==> src/rtl/cmd_regbuf_pkg.sv <==
package cmd_regbuf_pkg;
  localparam int unsigned CMD_W = 28;

  // odd parity over data plus parity bit; returns 1 on a bad word
  function automatic logic par_bad(input logic [CMD_W-1:0] d, input logic p);
    return ~(^{d, p});
  endfunction
endpackage

==> src/rtl/cmd_gate.sv <==
module cmd_gate (
  input  logic cs0_ni,
  input  logic cs1_ni,
  input  logic gate_en_i,
  output logic upd_o
);
  assign upd_o = ~gate_en_i | ~cs0_ni | ~cs1_ni;
endmodule

==> src/rtl/cmd_copy_reg.sv <==
module cmd_copy_reg #(
  parameter int unsigned W = 28
) (
  input  logic         clk_i,
  input  logic         rst_ni,
  input  logic         upd_i,
  input  logic [W-1:0] d_i,
  output logic [W-1:0] q_o
);
  always_ff @(posedge clk_i or negedge rst_ni) begin
    if (!rst_ni)    q_o <= '0;
    else if (upd_i) q_o <= d_i;
  end
endmodule

==> src/rtl/cmd_par_chk.sv <==
module cmd_par_chk
  import cmd_regbuf_pkg::*;
#(
  parameter int unsigned W = CMD_W
) (
  input  logic         clk_i,
  input  logic         rst_ni,
  input  logic         upd_i,
  input  logic [W-1:0] d_i,
  input  logic         par_i,
  output logic         perr_no
);
  logic pe_q;
  logic bad;

  assign bad = ~(^{d_i, par_i});

  // stage 1 aligns with the data capture, stage 2 drives the flag
  always_ff @(posedge clk_i or negedge rst_ni) begin
    if (!rst_ni) begin
      pe_q    <= 1'b0;
      perr_no <= 1'b1;
    end else begin
      pe_q    <= upd_i & bad;
      perr_no <= ~pe_q;
    end
  end
endmodule

==> src/rtl/cmd_regbuf.sv <==
module cmd_regbuf
  import cmd_regbuf_pkg::*;
#(
  parameter int unsigned W     = CMD_W,
  parameter int unsigned NCOPY = 2
) (
  input  logic         clk_i,
  input  logic         rst_ni,
  input  logic [W-1:0] d_i,
  input  logic         par_i,
  input  logic         cs0_ni,
  input  logic         cs1_ni,
  input  logic         gate_en_i,
  output logic [W-1:0] qa_o,
  output logic [W-1:0] qb_o,
  output logic         perr_no
);
  logic         upd;
  logic [W-1:0] q_copy [NCOPY];

  cmd_gate u_gate (
    .cs0_ni   (cs0_ni),
    .cs1_ni   (cs1_ni),
    .gate_en_i(gate_en_i),
    .upd_o    (upd)
  );

  // separate flop banks per copy to split the output load
  for (genvar c = 0; c < NCOPY; c++) begin : g_copy
    cmd_copy_reg #(.W(W)) u_reg (
      .clk_i (clk_i),
      .rst_ni(rst_ni),
      .upd_i (upd),
      .d_i   (d_i),
      .q_o   (q_copy[c])
    );
  end

  assign qa_o = q_copy[0];
  assign qb_o = q_copy[NCOPY-1];

  cmd_par_chk #(.W(W)) u_par (
    .clk_i  (clk_i),
    .rst_ni (rst_ni),
    .upd_i  (upd),
    .d_i    (d_i),
    .par_i  (par_i),
    .perr_no(perr_no)
  );
endmodule

==> config.mk <==
export PLATFORM = sky130hd
export DESIGN_NAME = cmd_regbuf
export DESIGN_NICKNAME = d
export VERILOG_FILES = /design/src/rtl/cmd_regbuf_pkg.sv /design/src/rtl/cmd_gate.sv /design/src/rtl/cmd_copy_reg.sv /design/src/rtl/cmd_par_chk.sv /design/src/rtl/cmd_regbuf.sv
export SDC_FILE = /design/constraint.sdc
export NUM_CORES = 1
export LEC_CHECK = 0
export BUFFER_PORTS_ARGS = -buffer_cell sky130_fd_sc_hd__buf_4
export CAP_MARGIN = 20
export CORE_ASPECT_RATIO = 0.8
export CORE_UTILIZATION = 47
export DETAILED_ROUTE_END_ITERATION = 8
export GPL_TIMING_DRIVEN = 1
export PLACE_DENSITY_LB_ADDON = 0.12
export SLEW_MARGIN = 20
export SYNTH_ARGS = -nofsm -noshare
export SYNTH_HDL_FRONTEND = slang
export SYNTH_SLANG_ARGS = --single-unit
==> constraint.sdc <==
create_clock -name clk_i -period 2 [get_ports clk_i]
set_input_delay 0.4 -clock clk_i [delete_from_list [all_inputs] [get_ports clk_i]]
set_output_delay 0.4 -clock clk_i [all_outputs]
set_load 0.05 [all_outputs]
==> run summary <==
M3 GR Usage: 8.47%
post-placement cell area: 2090 um2
Worst Path Arrival: 1.92 ns
Detailed Place HPWL: 2320 um
Net Sw Power: 0.725 mW
Pwr Density: 909 nW/um2
clk slew on worst S/H paths: 0.06 ns
flop-to-flop setup slack: 1.21 ns
setup slack after layout: 0.282 ns
syn_nets: 150
vias in the first global route: 1011
Slew Limit Fails: 0
mean post-synth cell area: 13.5 um2
hold-fix buffers at CTS: 0
clk_lat worst skew: 0.28 ns
FF-to-FF Start: g_copy[1].u_reg.q_o[14]
worst slew pin tran: 0.383 ns
die span in y: 53.7 um
post-route clock period utilization: 85.9%
Clk pwr share: 23.0%
Max-Cap Viols: 0
DR iter-0 viols: 22
I/O Buffers: 90
core region area: 3130 um2
CP startpoint kind: primary input
number of hold violations in the final report: 0
part of the power in registers: 36.2%
Seq/Total Area, Yosys: 48.0%
Tmin final: 1.72 ns
unique cell type count in the Yosys netlist: 12
Setup violations, final: 0
Die Area: 3570 um2
count leader, synth: dfrtp_1
top cells by area, synth: dfrtp_1 46%, mux2_2 20%, buf_4 13%, xnor2_1 10%, xnor3_1 4.3%
# clock sinks: 30
routing usage on met1: 19.3%
Switching Fraction: 36.8%
worst slack at placement: -0.0154 ns
CP Capture Type: flop
Initial Util: 50.1%
Post-DRT Antenna Nets: 0
H-tree levels: 2
Placement Rows: 18
Post-synth EDFFs: 0
Design Area, Final: 2170 um2
postcts setup bufs: 0
area of the multi-input gates: 594 um2
remaining routing DRC violations: 0
top cell type's share of synthesized area: 46.3%
Hold/Removal Path Class: primary input to asynchronous set/reset pin
Post-synth top cells: 29 x dfrtp_1, 28 x buf_4, 28 x mux2_2
via density per instance: 4.64
fmax: 582 MHz
Num CTS Buffers: 5
Critical Path RT: 2.21 ns
Top-Level Pins: 91
first-pass GRT wire length: 4500 um
Wirelength per Cell: 13.3 um
internal power: 1.25 mW
GR Util met2: 30.8%
Layout fillers: 243
ys flop type: dfrtp_1
setup TNS: 0 ns
post-synthesis register bit count: 30
Synth area leader: dfrtp_1
GRT overflow: 0
Worst Path Max Fanout: 2
Tot GR Track Use: 17.8%
gr busiest metal: met2
maximum root-to-sink buffer count: 2
routed vias: 1045
largest net degree at the start of global routing: 31
CTS tree: done
CTS root buf: clkbuf_8
Post-Synthesis Cells: 116
post-CTS sizing: 0
Slew Limit Headroom: 74.5%
yosys warns: 0
RSZ-0062 raised after global routing: no
mapped cell area: 1570 um2
P&R area growth vs syn: 38.2%
VDD IR max: 566 uV
Layout Skew: 0.0000548 ns
Comb power frac: 40.7%
status: complete, no violations
GP Congestion: 0.663
initial antenna violation count: 0
Worst Setup SP: d_i[13]
final wirelength: 2990 um
Die W: 66.6 um
asr flop ratio synth: 100%
crit path kind: primary input to flop
Reg area: 752 um2
antenna cells: 0
fin nets: 219
P_leak: 1.06 nW
share of layout cells above drive strength 1: 68.6%
TritonRoute pass-1 iters: 4
## worst paths after layout
| check | depth (start not counted) | endpoint |
|---|---|---|
| max | 6 | u_par.pe_q |
| max in group asynchronous | 1 | u_par.perr_no |
| max reg2reg | 1 | g_copy[1].u_reg.q_o[14] |
| min in group clk_i | 2 | u_par.pe_q |
| min | 1 | g_copy[1].u_reg.q_o[3] |
| min reg2reg | 1 | u_par.perr_no |
## layer usage
layer / share of wire, % / up-vias / wire length (um)
met1: 38 / 503 / 1150
met2: 53 / 47 / 1590
li1: - / 493 / -
met5: 0 / - / 0
met4: 0.80 / 0 / 24
met3: 7.7 / 2 / 230
## critical path: stages
cell     delay (ns)
buf_4          0.12
xnor2_1        0.15
xnor3_1        0.40
xnor3_1        0.36
xnor3_1        0.37
a31oi_1        0.14
## registers in the layout, indices dropped and copies added (netlist names)
| register | flops |
|---|---|
| g_copy.u_reg.q_o | 28 |
| u_par.pe_q | 1 |
| u_par.perr_no | 1 |
## area by class of cell
| class | instances | share of cell area, % |
|---|---|---|
| inverters | 1 | 0.173 |
| flip-flops and latches | 30 | 34.7 |
| multi-input cells | 55 | 27.4 |
| well taps | 40 | 2.31 |
| clock buffers | 7 | 3.52 |
| repair buffers | 92 | 31.9 |
## logic make-up after synthesis
| kind of cell | count (synthesis) | synth area share [%] |
|---|---|---|
| AOI/OAI and AO/OA | 1 | 0.399 |
| DFF | 30 | 48.0 |
| muxes | 28 | 20.1 |
| buffers and inverters | 31 | 14.1 |
| and+or+nand+nor | 1 | 0.319 |
| xor gates and xnor gates | 25 | 17.1 |
## metrics by stage
step | utilization (%) | hold WS [ns] | power [mW] | instances
finish | 69.2 | 0.0278 | 1.97 | 225
global route | 69.2 | 0.0600 | 2.06 | 225
CTS | 69.2 | 0.0442 | 2.00 | 225
detailed placement | 66.8 | 0.347 | 1.54 | 218
global placement | 66.8 | 0.343 | 1.53 | 218
floorplan | - | 0.104 | 1.34 | 116
## cells in the final DEF (no fill, tap or decap)
master / Yosys / routed
buf_4: 28 / 92
dfrtp_1: 29 / 29
mux2_2: 28 / 28
xnor2_1: 18 / 18
clkbuf_8: 0 / 5
xnor3_1: 3 / 3
xor2_1: 3 / 3
clkbuf_1: 2 / 2
xnor2_2: 1 / 1
a31oi_1: 1 / 1
inv_1: 1 / 1
nand3_1: 1 / 1
dfstp_2: 1 / 1
## power by group through the flow
stage                     Clock (mW)  Combinational [mW]  Sequential, mW
after CTS                      0.471               0.811           0.715
final                          0.454               0.803           0.714
after detailed placement           0               0.810           0.726
after global placement             0               0.804           0.722
after global routing           0.496               0.838           0.723
after floorplan                    0               0.435           0.906
(Power assumes the default switching activity.)
